## src/rtl/mss_pkg.sv

```systemverilog
package mss_pkg;

  typedef enum logic [1:0] {
    ST_IDLE  = 2'd0,
    ST_EVAL  = 2'd1,
    ST_ISSUE = 2'd2
  } mssState_e;

  // Strobes from control to datapath
  typedef struct packed {
    logic load;    // capture configuration, clear run state
    logic skip;    // zero-row visit: update flag, advance rotation
    logic latch;   // capture row count of the visit about to be issued
    logic commit;  // slice retired: update remainders, offsets, total
  } mssStrobe_t;

endpackage

```

## src/rtl/mss_ctrl.sv

```systemverilog
module mss_ctrl
  import mss_pkg::*;
(
  input  logic       clk,
  input  logic       rstN,
  input  logic       cfgStart,
  input  logic       allDone,
  input  logic       rowsZero,
  input  logic       sliceReady,
  output mssStrobe_t strobe,
  output logic       busy,
  output logic       sliceValid,
  output logic       schedDone
);

  mssState_e stateQ, stateD;

  always_comb begin
    stateD        = stateQ;
    strobe        = '0;
    schedDone     = 1'b0;
    unique case (stateQ)
      ST_IDLE: begin
        if (cfgStart) begin
          strobe.load = 1'b1;
          stateD      = ST_EVAL;
        end
      end
      ST_EVAL: begin
        if (allDone) begin
          schedDone = 1'b1;
          stateD    = ST_IDLE;
        end else if (rowsZero) begin
          strobe.skip = 1'b1;
        end else begin
          strobe.latch = 1'b1;
          stateD       = ST_ISSUE;
        end
      end
      ST_ISSUE: begin
        if (sliceReady) begin
          strobe.commit = 1'b1;
          stateD        = ST_EVAL;
        end
      end
      default: stateD = ST_IDLE;
    endcase
  end

  always_ff @(posedge clk) begin
    if (!rstN) stateQ <= ST_IDLE;
    else       stateQ <= stateD;
  end

  assign busy       = (stateQ != ST_IDLE);
  assign sliceValid = (stateQ == ST_ISSUE);

endmodule

```

## src/rtl/mss_dpath.sv

```systemverilog
module mss_dpath
  import mss_pkg::*;
#(
  parameter int NSTRM    = 4,
  parameter int ROW_W    = 12,
  parameter int WID_W    = 12,
  parameter int MULT_W   = 3,
  parameter int PAD_W    = 6,
  parameter int PPC_LOG2 = 0,
  parameter int SLC_W    = 12,
  parameter int OFF_W    = 32,
  localparam int STRM_W  = (NSTRM > 1) ? $clog2(NSTRM) : 1,
  localparam int TOT_W   = ROW_W + MULT_W + STRM_W + 1
) (
  input  logic                     clk,
  input  logic                     rstN,
  input  mssStrobe_t               strobe,
  input  logic [NSTRM*ROW_W-1:0]   cfgHeight,
  input  logic [NSTRM*WID_W-1:0]   cfgWidth,
  input  logic [NSTRM*ROW_W-1:0]   cfgBurst,
  input  logic [MULT_W-1:0]        cfgRdMult,
  input  logic [PAD_W-1:0]         cfgPad,
  output logic                     allDone,
  output logic                     rowsZero,
  output logic [STRM_W-1:0]        sliceStream,
  output logic [SLC_W-1:0]         sliceIndex,
  output logic [ROW_W-1:0]         sliceRows,
  output logic                     sliceLast,
  output logic [OFF_W-1:0]         sliceRdOff,
  output logic [OFF_W-1:0]         sliceWrOff,
  output logic [NSTRM-1:0]         streamEof
);

  localparam logic [STRM_W-1:0] LAST_STRM = STRM_W'(NSTRM - 1);

  // Unpacked views of the flat configuration inputs
  logic [ROW_W-1:0] heightIn [NSTRM];
  logic [WID_W-1:0] widthIn  [NSTRM];
  logic [ROW_W-1:0] burstIn  [NSTRM];

  genvar g;
  generate
    for (g = 0; g < NSTRM; g++) begin : g_unpack
      assign heightIn[g] = cfgHeight[g*ROW_W +: ROW_W];
      assign widthIn[g]  = cfgWidth[g*WID_W +: WID_W];
      assign burstIn[g]  = cfgBurst[g*ROW_W +: ROW_W];
    end
  endgenerate

  // Captured configuration
  logic [WID_W-1:0]  widthQ [NSTRM];
  logic [ROW_W-1:0]  burstQ [NSTRM];
  logic [MULT_W-1:0] multQ;
  logic [PAD_W-1:0]  padQ;

  // Run state
  logic [ROW_W-1:0]  remQ   [NSTRM];
  logic [OFF_W-1:0]  rdOffQ [NSTRM];
  logic [OFF_W-1:0]  wrOffQ [NSTRM];
  logic [TOT_W-1:0]  totalQ, grandQ;
  logic [STRM_W-1:0] ptrQ;
  logic [SLC_W-1:0]  sliceQ;
  logic [ROW_W-1:0]  rowsQ;
  logic [NSTRM-1:0]  eofQ;

  // Sum of scaled heights taken straight from the inputs at load time
  logic [TOT_W-1:0] grandD;
  always_comb begin
    grandD = '0;
    for (int i = 0; i < NSTRM; i++) begin
      grandD = grandD + TOT_W'(heightIn[i]) * TOT_W'(cfgRdMult);
    end
  end

  // Visit evaluation for the current stream
  logic [ROW_W-1:0] curRem, curBurst, evalRows;
  logic             takeBurst;
  always_comb begin
    curRem    = remQ[ptrQ];
    curBurst  = burstQ[ptrQ];
    takeBurst = (curRem > curBurst);
    evalRows  = takeBurst ? curBurst : curRem;
  end

  // Offset increments for the slice being retired
  logic [WID_W:0]   padWidth;
  logic [OFF_W-1:0] rdSpan, wrSpan, rdInc, wrInc;
  logic [TOT_W-1:0] scaledRows;
  always_comb begin
    padWidth   = (WID_W+1)'(widthQ[ptrQ]) + (WID_W+1)'(padQ);
    rdSpan     = OFF_W'(padWidth >> PPC_LOG2);
    wrSpan     = OFF_W'(widthQ[ptrQ] >> PPC_LOG2);
    rdInc      = (OFF_W'(multQ) * OFF_W'(rowsQ) * rdSpan) >> 2;
    wrInc      = (OFF_W'(rowsQ) * wrSpan) >> 2;
    scaledRows = TOT_W'(rowsQ) * TOT_W'(multQ);
  end

  logic advance;
  assign advance = strobe.skip | strobe.commit;

  always_ff @(posedge clk) begin
    if (!rstN) begin
      for (int i = 0; i < NSTRM; i++) begin
        widthQ[i] <= '0;
        burstQ[i] <= '0;
        remQ[i]   <= '0;
        rdOffQ[i] <= '0;
        wrOffQ[i] <= '0;
      end
      multQ  <= '0;
      padQ   <= '0;
      totalQ <= '0;
      grandQ <= '0;
      ptrQ   <= '0;
      sliceQ <= '0;
      rowsQ  <= '0;
      eofQ   <= '0;
    end else if (strobe.load) begin
      for (int i = 0; i < NSTRM; i++) begin
        widthQ[i] <= widthIn[i];
        burstQ[i] <= burstIn[i];
        remQ[i]   <= heightIn[i];
        rdOffQ[i] <= '0;
        wrOffQ[i] <= '0;
      end
      multQ  <= cfgRdMult;
      padQ   <= cfgPad;
      totalQ <= '0;
      grandQ <= grandD;
      ptrQ   <= '0;
      sliceQ <= '0;
      rowsQ  <= '0;
      eofQ   <= '0;
    end else begin
      if (strobe.skip || strobe.latch) begin
        eofQ[ptrQ] <= ~takeBurst;
      end
      if (strobe.latch) begin
        rowsQ <= evalRows;
      end
      if (strobe.commit) begin
        remQ[ptrQ]   <= remQ[ptrQ] - rowsQ;
        rdOffQ[ptrQ] <= rdOffQ[ptrQ] + rdInc;
        wrOffQ[ptrQ] <= wrOffQ[ptrQ] + wrInc;
        totalQ       <= totalQ + scaledRows;
      end
      if (advance) begin
        if (ptrQ == LAST_STRM) begin
          ptrQ   <= '0;
          sliceQ <= sliceQ + 1'b1;
        end else begin
          ptrQ <= ptrQ + 1'b1;
        end
      end
    end
  end

  assign allDone     = (totalQ >= grandQ);
  assign rowsZero    = (evalRows == '0);
  assign sliceStream = ptrQ;
  assign sliceIndex  = sliceQ;
  assign sliceRows   = rowsQ;
  assign sliceLast   = eofQ[ptrQ];
  assign sliceRdOff  = rdOffQ[ptrQ];
  assign sliceWrOff  = wrOffQ[ptrQ];
  assign streamEof   = eofQ;

endmodule

```

## src/rtl/mstream_slice_sched.sv

```systemverilog
module mstream_slice_sched
  import mss_pkg::*;
#(
  parameter int NSTRM    = 4,
  parameter int ROW_W    = 12,
  parameter int WID_W    = 12,
  parameter int MULT_W   = 3,
  parameter int PAD_W    = 6,
  parameter int PPC_LOG2 = 0,
  parameter int SLC_W    = 12,
  parameter int OFF_W    = 32,
  localparam int STRM_W  = (NSTRM > 1) ? $clog2(NSTRM) : 1
) (
  input  logic                   clk,
  input  logic                   rstN,
  input  logic                   cfgStart,
  input  logic [NSTRM*ROW_W-1:0] cfgHeight,
  input  logic [NSTRM*WID_W-1:0] cfgWidth,
  input  logic [NSTRM*ROW_W-1:0] cfgBurst,
  input  logic [MULT_W-1:0]      cfgRdMult,
  input  logic [PAD_W-1:0]       cfgPad,
  output logic                   busy,
  output logic                   schedDone,
  output logic                   sliceValid,
  input  logic                   sliceReady,
  output logic [STRM_W-1:0]      sliceStream,
  output logic [SLC_W-1:0]       sliceIndex,
  output logic [ROW_W-1:0]       sliceRows,
  output logic                   sliceLast,
  output logic [OFF_W-1:0]       sliceRdOff,
  output logic [OFF_W-1:0]       sliceWrOff,
  output logic [NSTRM-1:0]       streamEof
);

  mssStrobe_t strobe;
  logic       allDone, rowsZero;

  mss_ctrl u_ctrl (
    .clk        (clk),
    .rstN       (rstN),
    .cfgStart   (cfgStart),
    .allDone    (allDone),
    .rowsZero   (rowsZero),
    .sliceReady (sliceReady),
    .strobe     (strobe),
    .busy       (busy),
    .sliceValid (sliceValid),
    .schedDone  (schedDone)
  );

  mss_dpath #(
    .NSTRM    (NSTRM),
    .ROW_W    (ROW_W),
    .WID_W    (WID_W),
    .MULT_W   (MULT_W),
    .PAD_W    (PAD_W),
    .PPC_LOG2 (PPC_LOG2),
    .SLC_W    (SLC_W),
    .OFF_W    (OFF_W)
  ) u_dpath (
    .clk         (clk),
    .rstN        (rstN),
    .strobe      (strobe),
    .cfgHeight   (cfgHeight),
    .cfgWidth    (cfgWidth),
    .cfgBurst    (cfgBurst),
    .cfgRdMult   (cfgRdMult),
    .cfgPad      (cfgPad),
    .allDone     (allDone),
    .rowsZero    (rowsZero),
    .sliceStream (sliceStream),
    .sliceIndex  (sliceIndex),
    .sliceRows   (sliceRows),
    .sliceLast   (sliceLast),
    .sliceRdOff  (sliceRdOff),
    .sliceWrOff  (sliceWrOff),
    .streamEof   (streamEof)
  );

endmodule

```

## config.mk

```make
export PLATFORM = sky130hd
export DESIGN_NAME = mstream_slice_sched
export DESIGN_NICKNAME = d
export VERILOG_FILES = /design/src/rtl/mss_pkg.sv /design/src/rtl/mss_ctrl.sv /design/src/rtl/mss_dpath.sv /design/src/rtl/mstream_slice_sched.sv
export SDC_FILE = /design/constraint.sdc
export NUM_CORES = 2
export LEC_CHECK = 0
export CAP_MARGIN = 20
export CORE_MARGIN = 1.5
export CORE_UTILIZATION = 60
export DETAILED_ROUTE_END_ITERATION = 6
export HOLD_SLACK_MARGIN = 0.06
export PLACE_DENSITY = 0.82
export RECOVER_POWER = 50
export SLEW_MARGIN = 40
export SYNTH_ARGS = -nofsm -noshare
export SYNTH_HDL_FRONTEND = slang
export SYNTH_SLANG_ARGS = --single-unit
```

## constraint.sdc

```tcl
create_clock -name clk -period 13.8 [get_ports clk]
set_input_delay 1.38 -clock clk [delete_from_list [all_inputs] [get_ports clk]]
set_output_delay 1.38 -clock clk [all_outputs]
set_load 0.03 [all_outputs]
```

# == Word-level counts from Yosys, hierarchy flattened ==
# Memories as Yosys holds them, arrays and structs flattened. A register that Yosys moved wholly into a read port is not among the register bits.
# Index checks and enable logic that the tools add are counted.
# word_totals
regBits,77
mem_bits_rw,400
input_bits,157
out_inout_bits,98
elab_cells,145
n_memories,5
# memory_table
name,words,width,rd,rd_ports_with_merged_regs,wr,line,text
u_dpath.rdOffQ,4,32,1,1,4,mss_dpath.sv:58,logic [OFF_W-1:0] rdOffQ [NSTRM];
u_dpath.wrOffQ,4,32,1,1,4,mss_dpath.sv:59,logic [OFF_W-1:0] wrOffQ [NSTRM];
u_dpath.burstQ,4,12,1,1,4,mss_dpath.sv:52,logic [ROW_W-1:0] burstQ [NSTRM];
u_dpath.remQ,4,12,1,1,4,mss_dpath.sv:57,logic [ROW_W-1:0] remQ [NSTRM];
u_dpath.widthQ,4,12,1,1,4,mss_dpath.sv:51,logic [WID_W-1:0] widthQ [NSTRM];
# classes
addsub,10
n_mul,8
order_cmp,4
eq_ne,6
n_mux,69
bitwise_logic,23
reduce_logical,11
# ops
op,count
two-way mux 32 bit,10
two-way mux 12 bit,14
multiplier 12 x 3 -> 15 bit,5
adder 32 x 30 -> 32 bit,2
OR reduction 32 bit,2
adder 18 x 15 -> 18 bit,3
two-way mux 2 bit,20
multiplier 15 x 13 -> 28 bit,1
multiplier 12 x 12 -> 24 bit,1
two-way mux 1 bit,21
OR 1 bit,21
>= comparator 18 bit,1
adder 15 x 15 -> 16 bit,1
multiplier 3 x 12 -> 15 bit,1
adder 12 x 6 -> 13 bit,1
adder 12 x 1 -> 12 bit (second input constant),1
> comparator 12 bit,1
zero test 12 bit,1
OR reduction 12 bit,1
subtractor 12 bit,1
one-hot mux 2 bit (3 select lines),1
bitwise mux 4 bit,1
equality test 2 bit (second input constant),2
< comparator 2 x 3 -> 1 bit (second input constant),1
16 further kinds,17

# == Longest topological paths before layout ==
# logic_depth
ltp_word,9
depth_mapped,44
mapped_depth_nobuf,41

# == Modules after synthesis ==
# Synthesis repeated with hierarchy kept, for this count alone.
# hier_totals
hier_cells,3970
hier_area_um2,41185.8
# modules_own_cells
mod,instances,cells_per_inst,area_per_inst_um2
mss_dpath,1,3955,41041.9
mss_ctrl,1,15,143.9

# == Worst setup path after synthesis ==
# OpenSTA, ideal clock, no wires.
# synth_path
path_type,register to register
from,reg with a tool-made name
to,"mem u_dpath.rdOffQ[3][26], data pin"
arrival_time_ns,10.519
t_required_ns,13.534
setup_slack_ns,3.015
stages_incl_launch_ff,44
path_buffers,5
synth_period_minus_slack_ns,10.785
cell_sequence,dfxtp_1 > buf_6 > buf_2 > buf_2 > buf_2 > mux4_2 > clkbuf_1 > ha_1 > inv_1 > fa_1 > nor2b_1 > o21ai_0 > a21boi_0 > o21ai_0 > a21oi_1 > and3_1 > xor2_1 > nand2_1 > [... 8 more ...] > ha_1 > nand2_1 > nor2_1 > nand3_1 > a41oi_1 > nor2_1 > o21ai_0 > nor3_1 > a311o_1 > ha_1 > and2_1 > o211ai_1 > a31oi_1 > nor3_1 > a211oi_1 > o32ai_1 > xor2_1 > nor2_1
# synth_rtl
item,line
end: declaration,mss_dpath.sv:58

==> results.py <==
metrics = {
    "pwr": {
        "peakVddDrop_v": 0.000166,
        "power.total_w": 0.00580,
        "p_leak_nw": 20.4,
        "power.density_mw_per_mm2": 124,
    },
    "worst_setup_path": {
        "slowest_delay_ns": 1.58,
        "worstSetupPathType": "register to register",
        "crit_arrival_ns": 12.42,
        "endpoint_kind": "register",
        "cp_common_cell": "fa_1",
        "cp_max_fo": 31,
        "crit_required_ns": 13.99,
        "slowest_stage": "clkbuf_1",
        "cp-start-kind": "register",
        "reg2reg_slack_ns": 1.58,
    },
    "timing": {
        "rsz0062_at_grt": "false",
        "setup_violations": 0,
        "hold_ws_ns": 0.473,
        "tns_ns": 0,
        "fin_crit_sh_pct": 88.6,
        "slew-limit-headroom_pct": -192,
        "skew_ns": 0.0346,
        "fin_crit_ns": 12.22,
        "drv_slew": 874,
        "fmax_mhz": 81.8,
        "worst_pin_slew_ns": 4.38,
        "final_hold_viol_count": 0,
    },
    "synthesis": {
        "async_flop_share_pct": 0,
        "synth_edf_count": 400,
        "synth_top_cells_by_area": "edfxtp_1 29%, fa_1 18%, ha_1 9.2%",
        "syn-num-nets": 4985,
        "syn_inst": 4147,
        "synth.distinct_cells": 75,
        "ys.flop_type": "edfxtp_1",
        "syn_area_per_cell_sq_um": 10.1,
        "synth_seq_cells": 478,
        "synth_area_sq_mm": 0.0419,
        "synth.top_cell.area_share_pct": 28.6,
        "synth_most_common_cell": "inv_1",
        "synth_commonest_cells": "531 x inv_1, 492 x nand2_1, 400 x edfxtp_1",
        "synth_area_leader_cell": "edfxtp_1",
        "yosysSeqAreaShare_pct": 32.4,
        "synth_warnings": 0,
    },
    "floorplanning": {
        "pin_count": 255,
        "row_count": 96,
        "core_area_sq_mm": 0.0688,
        "die_h_microns": 267,
        "die_area_sq_mm": 0.0715,
        "die_w_microns": 267,
        "initial_utilization_pct": 60.9,
    },
    "clock_network": {
        "h-tree-depth": 2,
        "clk_path_buf_depth": 3,
        "cts_tree": "yes",
        "cts_root_buffer": "clkbuf_16",
        "holdBufCountCts": 0,
        "clkTransAtPathRegs_ns": 0.06,
        "cts_buffers": 51,
        "ctsResizeCount": 0,
        "clk_latency_ns": 0.63,
        "post_cts_buffers": 0,
        "cts_sinks": 478,
    },
    "min_path": {
        "min_path_type": "register to register",
        "min_from": "u_dpath.sliceIndex[11]",
    },
    "layout": {
        "drive_gt1_share_pct": 5.51,
        "syn_to_final_growth_pct": 11.8,
        "nets": 5156,
    },
    "global_route": {
        "grt_pass1_vias": 32300,
        "grt_antenna_before_repair": 3,
        "grt_max_degree": 134,
        "grt_use_total_pct": 31.5,
        "grt_overflow": 0,
        "grt_pass1_wl_microns": 174000,
    },
    "placement": {
        "io_buffers": 254,
        "dpl.hpwl_microns": 80500,
        "gp_congestion": 0.958,
    },
    "run_status": {
        "status": "finished, violations left",
        "violations": "capacitance limit, slew limit",
    },
    "run": {
        "cap_violations": 14,
    },
    "drt": {
        "drt-total-wl_microns": 110000,
        "viasPerCell": 6.05,
        "post_drt_wl_per_cell_microns": 20.9,
        "drc": 0,
        "vias": 32000,
        "first_pass_iters": 6,
        "drt-initial-drc-count": 3212,
        "drtAntennaViolNets": 0,
    },
}
## worst max-delay path: cells and delay by family (launching register included)
| family | cells | cell delay (ns) |
|---|---|---|
| flip-flops | 1 | 0.64 |
| buffers and inverters | 4 | 1.74 |
| XOR/XNOR | 2 | 0.84 |
| AO/OA/AOI/OAI | 9 | 2.57 |
| multiplexers | 1 | 0.64 |
| adder cells (fa/ha/maj) | 8 | 3.73 |
| AND/OR/NAND/NOR | 10 | 1.57 |
## cells by family (layout without fill, tap and decap cells)
logic type,after synthesis,after routing,share of synthesized area [%]
multiplexers,113,113,5.80
buffers and inverters,710,918,6.47
adder cells (fa/ha/maj),681,681,27.0
AO/OA/AOI/OAI,590,590,9.40
XOR/XNOR,142,142,2.97
flip-flops,478,478,32.4
AND/OR/NAND/NOR,1433,1433,16.0
other,0,1,0
## cells in the final DEF, fill, tap and decap left out, types with 11 or more instances in the layout
cell type / count
a211oi_1: 36
xnor2_1: 74
ha_1: 307
nand3_1: 82
and2_0: 73
o211ai_1: 13
nand4_1: 12
dlygate4sd3_1: 35
or3_1: 29
buf_4: 31
o21a_1: 26
nor2_1: 358
edfxtp_1: 400
nand2_1: 492
clkdlybuf4s50_1: 219
xor2_1: 66
or2_2: 16
a21o_1: 48
clkbuf_1: 19
inv_1: 530
and2_1: 141
a21oi_1: 151
o21bai_1: 17
clkbuf_16: 51
nand2b_1: 31
o21ai_0: 102
dfxtp_1: 76
nor2b_1: 33
mux4_1: 12
a31oi_1: 36
mux2i_1: 11
a22o_1: 45
mux4_2: 88
fa_1: 374
o31ai_1: 11
nor3_1: 83
and3_1: 39
## power by group
part | internal (W) | switching [W]
registers | 0.00174 | 0.0000669
logic | 0.000998 | 0.00161
clock network | 0.000777 | 0.000609
## final cells by class
class	count	area (sq um)
diodes	1	2.50
clock buffers	58	1300
clock inverters	32	347
fillers	5128	21900
inverters	531	1990
multi-input cells	2959	25700
flip-flops and latches	478	13600
well taps	931	1160
repair buffers	297	2820
## metal layers
metal	track usage, %	vias up	wire, microns
met3	5.31	299	9950
met5	0	-	20
met1	41.5	15700	43400
met2	51.3	1566	52000
li1	-	14500	-
met4	14.1	2	5010
## stage by stage
step	cell area (sq um)	cells	worst slack, ns	util (%)
floorplan	41900	4147	3.02	-
global placement	45300	5196	2.51	65.8
detailed placement	45400	5196	2.19	65.9
CTS	47000	5286	2.10	68.3
global route	46900	5286	0.865	68.1
finish	46900	5287	1.58	68.1
## state kept, by name (all words and copies together), names as in the netlist, named ones only
register / count
u_dpath.multQ: 3
u_dpath.streamEof: 4
u_dpath.padQ: 6
u_ctrl.stateQ: 2
u_dpath.rdOffQ: 128
u_dpath.sliceIndex: 12
u_dpath.burstQ: 48
u_dpath.grandQ: 17
u_dpath.sliceRows: 12
u_dpath.sliceStream: 2
u_dpath.wrOffQ: 128
u_dpath.widthQ: 48
u_dpath.remQ: 48
u_dpath.totalQ: 18
## worst paths after layout
| check | endpoint | cells past startpoint |
|---|---|---|
| hold reg to reg | u_dpath.sliceIndex[11] | 2 |
| hold / removal | u_dpath.sliceIndex[11] | 2 |
| setup reg to reg | u_dpath.rdOffQ[0][26] | 34 |
| setup / recovery | u_dpath.rdOffQ[0][26] | 34 |
Note: power is estimated with default switching activity, not from simulation.
